**src/rtl/alu_pkg.sv**
```systemverilog
`timescale 1ns/1ps
package alu_pkg;

    typedef enum logic [3:0] {
        OP_ADD = 4'd0,  OP_SUB = 4'd1,
        OP_AND = 4'd2,  OP_OR  = 4'd3,  OP_XOR = 4'd4,
        OP_SLA = 4'd5,  OP_SLL = 4'd6,  OP_SRA = 4'd7,  OP_SRL = 4'd8,
        OP_SEQ = 4'd9,  OP_SNE = 4'd10, OP_SLE = 4'd11,
        OP_SLT = 4'd12, OP_SGT = 4'd13, OP_SGE = 4'd14,
        OP_LHI = 4'd15
    } alu_op_e;

    typedef enum logic [2:0] {
        CLS_ARITH, CLS_LOGIC, CLS_SHIFT, CLS_CMP, CLS_LHI
    } op_class_e;

    typedef struct packed {
        logic left;   // shift toward msb
        logic arith;  // replicate sign on right shift
    } shift_ctl_t;

    function automatic op_class_e op_class(alu_op_e op);
        case (op)
            OP_ADD, OP_SUB:                 return CLS_ARITH;
            OP_AND, OP_OR, OP_XOR:          return CLS_LOGIC;
            OP_SLA, OP_SLL, OP_SRA, OP_SRL: return CLS_SHIFT;
            OP_LHI:                         return CLS_LHI;
            default:                        return CLS_CMP;
        endcase
    endfunction

    // constant widening honours mode only where the operation has signed forms
    function automatic logic wants_sign_ext(alu_op_e op, logic uns);
        op_class_e c;
        c = op_class(op);
        return ((c == CLS_ARITH) || (c == CLS_CMP)) && !uns;
    endfunction

    function automatic shift_ctl_t shift_ctl(alu_op_e op);
        shift_ctl_t s;
        s.left  = (op == OP_SLA) || (op == OP_SLL);
        s.arith = (op == OP_SRA);
        return s;
    endfunction

endpackage

```
**src/rtl/alu_operand_sel.sv**
```systemverilog
`timescale 1ns/1ps
module alu_operand_sel
    import alu_pkg::*;
#(
    parameter int WIDTH = 32,
    parameter int IMM_W = 16
) (
    input  alu_op_e           op,
    input  logic              uns,
    input  logic              use_imm,
    input  logic [WIDTH-1:0]  reg_b,
    input  logic [IMM_W-1:0]  imm,
    output logic [WIDTH-1:0]  b_eff
);
    localparam int PAD = WIDTH - IMM_W;

    logic             sext;
    logic [WIDTH-1:0] imm_wide;

    always_comb begin
        sext     = wants_sign_ext(op, uns);
        imm_wide = {{PAD{sext & imm[IMM_W-1]}}, imm};
        b_eff    = use_imm ? imm_wide : reg_b;
    end
endmodule

```
**src/rtl/alu_addsub.sv**
```systemverilog
`timescale 1ns/1ps
module alu_addsub #(
    parameter int WIDTH = 32
) (
    input  logic [WIDTH-1:0] a,
    input  logic [WIDTH-1:0] b,
    input  logic             sub,
    input  logic             uns,
    output logic [WIDTH-1:0] sum,
    output logic             ovf
);
    localparam int MSB = WIDTH - 1;

    logic [WIDTH-1:0] b_in;
    logic             same_sign;

    always_comb begin
        b_in      = sub ? ~b : b;
        sum       = a + b_in + {{(WIDTH-1){1'b0}}, sub};
        same_sign = (a[MSB] == b_in[MSB]);
        ovf       = !uns && same_sign && (sum[MSB] != a[MSB]);
    end
endmodule

```
**src/rtl/alu_shifter.sv**
```systemverilog
`timescale 1ns/1ps
module alu_shifter
    import alu_pkg::*;
#(
    parameter int WIDTH = 32,
    localparam int SH_W = $clog2(WIDTH)
) (
    input  logic [WIDTH-1:0] a,
    input  logic [SH_W-1:0]  amt,
    input  shift_ctl_t       ctl,
    output logic [WIDTH-1:0] y
);
    function automatic logic [WIDTH-1:0] bit_rev(logic [WIDTH-1:0] v);
        logic [WIDTH-1:0] r;
        for (int i = 0; i < WIDTH; i++) r[i] = v[WIDTH-1-i];
        return r;
    endfunction

    logic             fill;
    logic [WIDTH-1:0] stg [SH_W+1];

    assign fill   = ctl.arith & !ctl.left & a[WIDTH-1];
    assign stg[0] = ctl.left ? bit_rev(a) : a;

    for (genvar i = 0; i < SH_W; i++) begin : g_stage
        localparam int D = 1 << i;
        assign stg[i+1] = amt[i] ? {{D{fill}}, stg[i][WIDTH-1:D]} : stg[i];
    end

    assign y = ctl.left ? bit_rev(stg[SH_W]) : stg[SH_W];
endmodule

```
**src/rtl/alu_compare.sv**
```systemverilog
`timescale 1ns/1ps
module alu_compare
    import alu_pkg::*;
#(
    parameter int WIDTH = 32
) (
    input  alu_op_e          op,
    input  logic             uns,
    input  logic [WIDTH-1:0] a,
    input  logic [WIDTH-1:0] b,
    output logic             hit
);
    logic lt, eq;

    always_comb begin
        eq = (a == b);
        lt = uns ? (a < b) : ($signed(a) < $signed(b));
        case (op)
            OP_SEQ:  hit = eq;
            OP_SNE:  hit = !eq;
            OP_SLE:  hit = lt | eq;
            OP_SLT:  hit = lt;
            OP_SGT:  hit = !(lt | eq);
            default: hit = !lt;
        endcase
    end
endmodule

```
**src/rtl/int_alu.sv**
```systemverilog
`timescale 1ns/1ps
module int_alu
    import alu_pkg::*;
#(
    parameter int WIDTH = 32,
    parameter int IMM_W = 16
) (
    input  logic              clk,
    input  logic              rst,
    input  logic [3:0]        op_sel,
    input  logic              is_unsigned,
    input  logic              use_imm,
    input  logic [WIDTH-1:0]  opa,
    input  logic [WIDTH-1:0]  opb,
    input  logic [IMM_W-1:0]  imm,
    output logic [WIDTH-1:0]  res,
    output logic              ovf
);
    localparam int SH_W = $clog2(WIDTH);

    alu_op_e          op;
    op_class_e        cls;
    logic [WIDTH-1:0] b_eff, sum, sh_y, logic_y, nxt_res;
    logic             add_ovf, cmp_hit, nxt_ovf;

    assign op  = alu_op_e'(op_sel);
    assign cls = op_class(op);

    alu_operand_sel #(.WIDTH(WIDTH), .IMM_W(IMM_W)) u_opsel (
        .op(op), .uns(is_unsigned), .use_imm(use_imm),
        .reg_b(opb), .imm(imm), .b_eff(b_eff)
    );

    alu_addsub #(.WIDTH(WIDTH)) u_addsub (
        .a(opa), .b(b_eff), .sub(op == OP_SUB), .uns(is_unsigned),
        .sum(sum), .ovf(add_ovf)
    );

    alu_shifter #(.WIDTH(WIDTH)) u_shift (
        .a(opa), .amt(b_eff[SH_W-1:0]), .ctl(shift_ctl(op)), .y(sh_y)
    );

    alu_compare #(.WIDTH(WIDTH)) u_cmp (
        .op(op), .uns(is_unsigned), .a(opa), .b(b_eff), .hit(cmp_hit)
    );

    always_comb begin
        case (op)
            OP_AND:  logic_y = opa & b_eff;
            OP_OR:   logic_y = opa | b_eff;
            default: logic_y = opa ^ b_eff;
        endcase
    end

    always_comb begin
        nxt_ovf = 1'b0;
        case (cls)
            CLS_ARITH: begin
                nxt_res = sum;
                nxt_ovf = add_ovf;
            end
            CLS_LOGIC: nxt_res = logic_y;
            CLS_SHIFT: nxt_res = sh_y;
            CLS_CMP:   nxt_res = {{(WIDTH-1){1'b0}}, cmp_hit};
            default:   nxt_res = {{(WIDTH-IMM_W){1'b0}}, imm} << IMM_W;
        endcase
    end

    always_ff @(posedge clk) begin
        if (rst) begin
            res <= '0;
            ovf <= 1'b0;
        end else begin
            res <= nxt_res;
            ovf <= nxt_ovf;
        end
    end
endmodule

```
**config.mk**
```make
export PLATFORM = sky130hd
export DESIGN_NAME = int_alu
export DESIGN_NICKNAME = d
export VERILOG_FILES = /design/src/rtl/alu_pkg.sv /design/src/rtl/alu_operand_sel.sv /design/src/rtl/alu_addsub.sv /design/src/rtl/alu_shifter.sv /design/src/rtl/alu_compare.sv /design/src/rtl/int_alu.sv
export SDC_FILE = /design/constraint.sdc
export NUM_CORES = 1
export LEC_CHECK = 0
export BUFFER_PORTS_ARGS = -buffer_cell sky130_fd_sc_hd__buf_4
export CAP_MARGIN = 20
export CORE_ASPECT_RATIO = 0.75
export CORE_MARGIN = 5
export CORE_UTILIZATION = 50
export CTS_CLUSTER_DIAMETER = 120
export DETAILED_ROUTE_END_ITERATION = 8
export HOLD_SLACK_MARGIN = 0.06
export PLACE_DENSITY = 0.73
export SLEW_MARGIN = 20
export SYNTH_ARGS = -nofsm -noshare
export SYNTH_HDL_FRONTEND = slang
export SYNTH_SLANG_ARGS = --single-unit
```
**constraint.sdc**
```tcl
create_clock -name clk -period 5.9 [get_ports clk]
set_input_delay 1.18 -clock clk [delete_from_list [all_inputs] [get_ports clk]]
set_output_delay 1.18 -clock clk [all_outputs]
set_load 0.02 [all_outputs]
```
Yosys cells after proc, flatten, opt, wreduce, memory -nomap -nowiden
Memories as Yosys holds them, arrays and structs flattened.
Index checks and enable logic that the tools add are counted.
{"block": "totals", "register_bits": 33, "romBits": 96, "output_inout_bits": 33, "word_cells": 61, "memories": 2}
{"block": "op_classes", "n_addsub": 2, "order_cmp": 2, "n_eq_ne": 18, "n_mux": 13, "n_bitwise": 9, "n_reduce_logical": 13}
{"name": "(name not given)", "depth": 16, "word_bits": 3, "rd": 1, "rd_ports_with_merged_regs": 0, "write_ports": 0, "line_no": "alu_pkg.sv:23", "text": "case (op)"}
{"name": "(name not given)", "depth": 16, "word_bits": 3, "rd": 1, "rd_ports_with_merged_regs": 0, "write_ports": 0, "line_no": "alu_pkg.sv:23"}
{"operator": "$mux 32", "count": 9}
{"operator": "$pmux 32 s4", "count": 1}
{"operator": "$lt 32x32->1", "count": 2}
{"operator": "$pmux 32 s2", "count": 1}
{"operator": "$add 32x1->32", "count": 1}
{"operator": "$add 32x32->32", "count": 1}
{"operator": "$and 32x32->32", "count": 1}
{"operator": "$eq 32x32->1", "count": 1}
{"operator": "$not 32->32", "count": 1}
{"operator": "$or 32x32->32", "count": 1}
{"operator": "$xor 32x32->32", "count": 1}
{"operator": "$eq 4x4->1 const B", "count": 5}
{"operator": "$eq 4x3->1 const B", "count": 3}
{"operator": "$eq 3x2->1 const B", "count": 3}
{"operator": "$eq 4x2->1 const B", "count": 2}
{"operator": "$logic_not 3->1", "count": 2}
{"operator": "$logic_not 1->1", "count": 5}
{"operator": "$pmux 1 s5", "count": 1}
{"operator": "$eq 4x1->1 const B", "count": 1}
{"operator": "$and 1x1->1", "count": 3}
{"operator": "$eq 3x1->1 const B", "count": 1}
{"operator": "$logic_and 1x1->1", "count": 3}
{"operator": "$logic_or 1x1->1", "count": 2}
{"operator": "$reduce_or 2->1", "count": 1}
{"operator": "5 further kinds", "count": 5}

Depth between registers and ports, before layout
An unclocked memory read counts as a cell.
{"block": "depth", "ltp_word": 13, "depth_mapped": 18, "ltp_nobuf": 15}

Modules after synthesis
From an unflattened synthesis, not the netlist that was laid out.
{"block": "hier_totals", "cells_unflattened": 1361, "area_unflattened_um2": 10395.0}
{"mod": "alu_shifter", "instances": 1, "cells_per_inst": 461, "area_per_inst_um2": 3594.7}
{"mod": "int_alu", "instances": 1, "cells_per_inst": 421, "area_per_inst_um2": 3352.0}
{"mod": "alu_addsub", "instances": 1, "cells_per_inst": 290, "area_per_inst_um2": 2090.8}
{"mod": "alu_compare", "instances": 1, "cells_per_inst": 129, "area_per_inst_um2": 944.7}
{"mod": "alu_operand_sel", "instances": 1, "cells_per_inst": 60, "area_per_inst_um2": 412.9}

Worst setup path after synthesis
Ideal clock, no wire load.
{"block": "synth_timing", "path_kind": "input-to-reg", "start": "in op_sel[3]", "end": "reg res[0]", "arrival_time_ps": 5092, "required_ps": 5774, "slack_ps": 683, "stages": 16, "path_cell_list": "buf_2 nand2b_1 buf_2 nand3_1 a2111oi_1 clkbuf_1 a21oi_1 ha_1 or3_1 o2111a_1 or4_1 o311ai_0 a21boi_0 a2bb2oi_1 o22ai_1 o22ai_1"}
{"block": "synth_between", "elab_chain_cells": 12}
{"item": "start, declared", "line_no": "int_alu.sv:10", "text": "input logic [3:0] op_sel,"}
{"item": "$mem_v2 16x3 / $eq 4x3->1 (equally long branches)"}
{"item": "$eq 3x2->1, or another cell as far along", "line_no": "alu_pkg.sv:36", "text": "return ((c == CLS_ARITH) || (c == CLS_CMP)) && !uns;"}
{"item": "$logic_or 1x1->1 / $logic_not 1->1 (equally long branches)", "line_no": "alu_pkg.sv:36, alu_shifter.sv:22"}
{"item": "$logic_and 1x1->1 / $and 1x1->1 (equally long branches)", "line_no": "alu_pkg.sv:36, alu_shifter.sv:22"}
{"item": "$and 1x1->1, on equally long branches", "line_no": "alu_operand_sel.sv:22, alu_shifter.sv:22"}
{"item": "$mux 32, on equally long branches", "line_no": "alu_operand_sel.sv:23, alu_shifter.sv:27"}
{"item": "$lt 32x32->1 / $mux 32 (equally long branches)", "line_no": "alu_compare.sv:17, alu_shifter.sv:27"}
{"item": "$mux 1 / $mux 32 (equally long branches)", "line_no": "alu_compare.sv:17, alu_shifter.sv:27"}
{"item": "$or 1x1->1 / $mux 32 (equally long branches)", "line_no": "alu_compare.sv:21, alu_compare.sv:23, alu_shifter.sv:27"}
{"item": "$logic_not 1->1 / $mux 32 (equally long branches)", "line_no": "alu_compare.sv:23, alu_shifter.sv:27"}
{"item": "$pmux 1 s5 / $mux 32 (equally long branches)", "line_no": "alu_compare.sv:18, alu_shifter.sv:30"}
{"item": "$pmux 32 s4 (*)", "line_no": "int_alu.sv:57", "text": "case (cls)"}
{"item": "end signal, assigned", "line_no": "int_alu.sv:74", "text": "res <= nxt_res;"}
{"item": "end, declared", "line_no": "int_alu.sv:16", "text": "output logic [WIDTH-1:0] res,"}
Mark *: on every way between the ends. The rest lies on a longest branch, timed or not.
A chain may end at the register's enable or synchronous reset.

Worst setup path in the final report
{"block": "layout_timing", "start": "in op_sel[1]", "end": "reg res[0]"}
Same word-level chain as after synthesis.

==> impl_metrics.sql <==
INSERT INTO impl_metrics (metric_group, metric, value, unit) VALUES
('run_status', 'status', 'complete, no violations', ''),
('synthesis', 'post_synth_and_or_nand_nor_area_fraction', '17.0', '%'),
('floorplan', 'floorplan.die.height', '124', 'um'),
('synthesis', 'share_of_synthesized_registers_carrying_an_async_set_or_reset', '0', '%'),
('synthesis', 'yosys_synthesis_warning_count', '0', ''),
('cells_and_area', 'commonest_non_fill_non_tap_cells_in_the_layout', 'sky130_fd_sc_hd__buf_4 (149), sky130_fd_sc_hd__a21oi_1 (138), sky130_fd_sc_hd__ha_1 (126), sky130_fd_sc_hd__nand2_1 (110), sky130_fd_sc_hd__nor2_1 (105)', ''),
('floorplan', 'starting_utilization_of_the_core_area', '51.2', '%'),
('floorplan', 'num_rows', '41', ''),
('critical_path', 'cp_max_fo', '24', ''),
('clock_tree', 'clk_transition_reported_paths', '0.07', 'ns'),
('cells_and_area', 'layout_commonest_cell', 'sky130_fd_sc_hd__buf_4', ''),
('cells_and_area', 'fillerInstances', '1633', ''),
('critical_path', 'start_kind', 'primary input', ''),
('sta', 'fin_setup_tns', '0', 'ns'),
('synthesis', 'synth-xor-area-share', '6.37', '%'),
('route', 'routedWlPerCell', '26.0', 'um'),
('clock_tree', 'max_buffers_root_to_sink', '2', ''),
('clock_tree', 'clock_sink_count', '33', ''),
('pwr', 'power.density_cell_area', '174', 'nW/um2'),
('route', 'num_vias', '10100', ''),
('sta', 'grt_setup_unrepaired', 'false', ''),
('route', 'total_routed_wirelength', '38200', 'um'),
('clock_tree', 'cts_hold_buf', '0', ''),
('synthesis', 'synth_fp_nets', '1387', ''),
('sta', 'period_share', '92.1', '%'),
('cells_and_area', 'post_route_cells_drive_above_1_share', '16.4', '%'),
('sta', 'min_period', '5.44', 'ns'),
('pwr', 'power.ir.vdd_worst', '105', 'uV'),
('clock_tree', 'cts_tree', 'built', ''),
('global_routing', 'overflow', '0', ''),
('clock_tree', 'post_cts_gate_resize_count', '0', ''),
('job', 'max-cap-violations', '0', ''),
('floorplan', 'dieWidth', '162', 'um'),
('floorplan', 'floorplan.io_pins', '121', ''),
('critical_path', 'endpoint_kind', 'flip-flop', ''),
('critical_path', 'cp-startpoint', 'op_sel[1]', ''),
('floorplan', 'core_area', '16900', 'um2'),
('synthesis', 'synth_enable_flop_cells', '0', ''),
('cells_and_area', 'finish.net_count', '1467', ''),
('place', 'io_buffers', '120', ''),
('synthesis', 'synth_top_family_by_area', 'compound AO/OA/AOI/OAI gates', ''),
('synthesis', 'post_synthesis_mux_area_share', '12.7', '%'),
('synthesis', 'post_synth_num_cell_types', '87', ''),
('cells_and_area', 'seq_area', '661', 'um2'),
('place', 'place.gp.congestion', '1.05', ''),
('global_routing', 'first_global_vias', '9219', ''),
('synthesis', 'syn_area_per_cell', '7.37', 'um2'),
('hold_path', 'worst_hold_path_type', 'primary input to flip-flop', ''),
('clock_tree', 'post_cts.repair.setup_buffers', '0', ''),
('synthesis', 'synth_seq_area_share', '7.65', '%'),
('synthesis', 'cell_area_after_technology_mapping', '8640', 'um2'),
('synthesis', 'compound_cell_area_share_of_the_yosys_netlist', '30.4', '%'),
('critical_path', 'timing.critical_path.to', 'res[0]$_SDFF_PP0_', ''),
('global_routing', 'grt_first_pass_wirelength', '57000', 'um'),
('cells_and_area', 'final_core_utilization', '58.7', '%'),
('critical_path', 'critPathKind', 'primary input to flip-flop', ''),
('clock_tree', 'tritoncts.num_buffers', '5', ''),
('global_routing', 'global_route.usage.total', '37.2', '%'),
('global_routing', 'antenna_found_initial', '1', ''),
('sta', 'timing.final.hold_violations', '0', ''),
('sta', 'maxClockFrequency', '0.184', 'GHz'),
('pwr', 'leakage', '4.49', 'nW'),
('cells_and_area', 'antenna-diode-count', '0', ''),
('sta', 'maxSlewViolCount', '0', ''),
('cells_and_area', 'multi_input_combinational_cell_area', '7360', 'um2'),
('place', 'dp_hpwl', '30400', 'um'),
('critical_path', 'cp.required', '6.08', 'ns'),
('clock_tree', 'cts.htree.levels', '2', ''),
('cells_and_area', 'area_growth', '14.6', '%'),
('synthesis', 'synthAdderAreaFrac', '18.5', '%'),
('global_routing', 'grt_max_degree', '50', '');
==> through the flow <==
step	cells	total power, mW	hold slack, ns	area [um2]	worst slack (ns)
after global placement	1460	1.34	1.40	9730	0.476
after CTS	1468	1.67	1.09	9900	0.683
after global routing	1468	1.79	1.10	9900	0.201
after detailed placement	1460	1.34	1.40	9730	0.382
final	1468	1.72	1.10	9900	0.464
after floorplan	1172	0.955	1.26	8640	0.683
==> worst min path at each step <==
stage / slack, ns / startpoint / end / depth (start not counted)
floorplan: 1.26 / is_unsigned / ovf$_SDFF_PP0_ / 1
global placement: 1.40 / is_unsigned / ovf$_SDFF_PP0_ / 2
detailed placement: 1.40 / is_unsigned / ovf$_SDFF_PP0_ / 2
CTS: 1.09 / is_unsigned / ovf$_SDFF_PP0_ / 2
global route: 1.10 / is_unsigned / ovf$_SDFF_PP0_ / 2
finish: 1.10 / is_unsigned / ovf$_SDFF_PP0_ / 2
==> worst max-delay path, stage by stage <==
cell and delay [ns]:
sky130_fd_sc_hd__buf_4 0.11, sky130_fd_sc_hd__buf_4 0.21, sky130_fd_sc_hd__nor4_1 0.46, sky130_fd_sc_hd__a2111oi_2 0.10
sky130_fd_sc_hd__buf_4 0.22, sky130_fd_sc_hd__a21oi_1 0.34, sky130_fd_sc_hd__ha_1 0.34, sky130_fd_sc_hd__nor4_1 0.61
sky130_fd_sc_hd__nand4_1 0.16, sky130_fd_sc_hd__nor4_1 0.61, sky130_fd_sc_hd__o311a_1 0.32, sky130_fd_sc_hd__o311ai_0 0.23
sky130_fd_sc_hd__a21boi_0 0.31, sky130_fd_sc_hd__nor3b_1 0.09, sky130_fd_sc_hd__o22ai_1 0.21, sky130_fd_sc_hd__o22ai_1 0.10
==> kinds of logic after synthesis <==
group,after synthesis
buf+inv,162
mux,68
flops,33
compound gates,398
fa+ha+maj,127
xor+xnor,62
simple gates,322
==> registers in the layout, summed over array words and instances, names as in the netlist <==
register / count
res: 32
ovf: 1
==> synthesized netlist by cell type (21+ instances only) <==
master	count	area, um2
sky130_fd_sc_hd__a211oi_1	29	218
sky130_fd_sc_hd__a21oi_1	138	691
sky130_fd_sc_hd__clkbuf_1	52	195
sky130_fd_sc_hd__dfxtp_1	33	661
sky130_fd_sc_hd__ha_1	126	1580
sky130_fd_sc_hd__inv_1	82	308
sky130_fd_sc_hd__mux2i_1	34	340
sky130_fd_sc_hd__mux4_2	29	653
sky130_fd_sc_hd__nand2_1	110	413
sky130_fd_sc_hd__nand3_1	23	115
sky130_fd_sc_hd__nor2_1	105	394
sky130_fd_sc_hd__nor3_1	23	115
sky130_fd_sc_hd__o21ai_0	53	265
sky130_fd_sc_hd__o22ai_1	21	131
sky130_fd_sc_hd__xnor2_1	23	201
sky130_fd_sc_hd__xor2_1	38	333
==> power by group <==
part           total, mW  switching [mW]  internal, mW
logic               1.13           0.716         0.415
registers          0.254         0.00901         0.245
clock network      0.336           0.124         0.212
==> layout make-up <==
cell class	instances	area share, %
Clock buffer	7	1.44
Tap cell	215	2.72
Inverter	86	3.26
Multi-Input combinational cell	977	74.3
Sequential cell	33	6.67
Clock inverter	1	0.303
Timing Repair Buffer	149	11.3
==> routing by layer <==
metal	wire length [um]	track usage (%)
met1	15800	51.7
met2	15100	54.5
met3	5750	12.7
met4	1470	11.1
met5	70	2.78
Power figures use the tool's default switching activity.
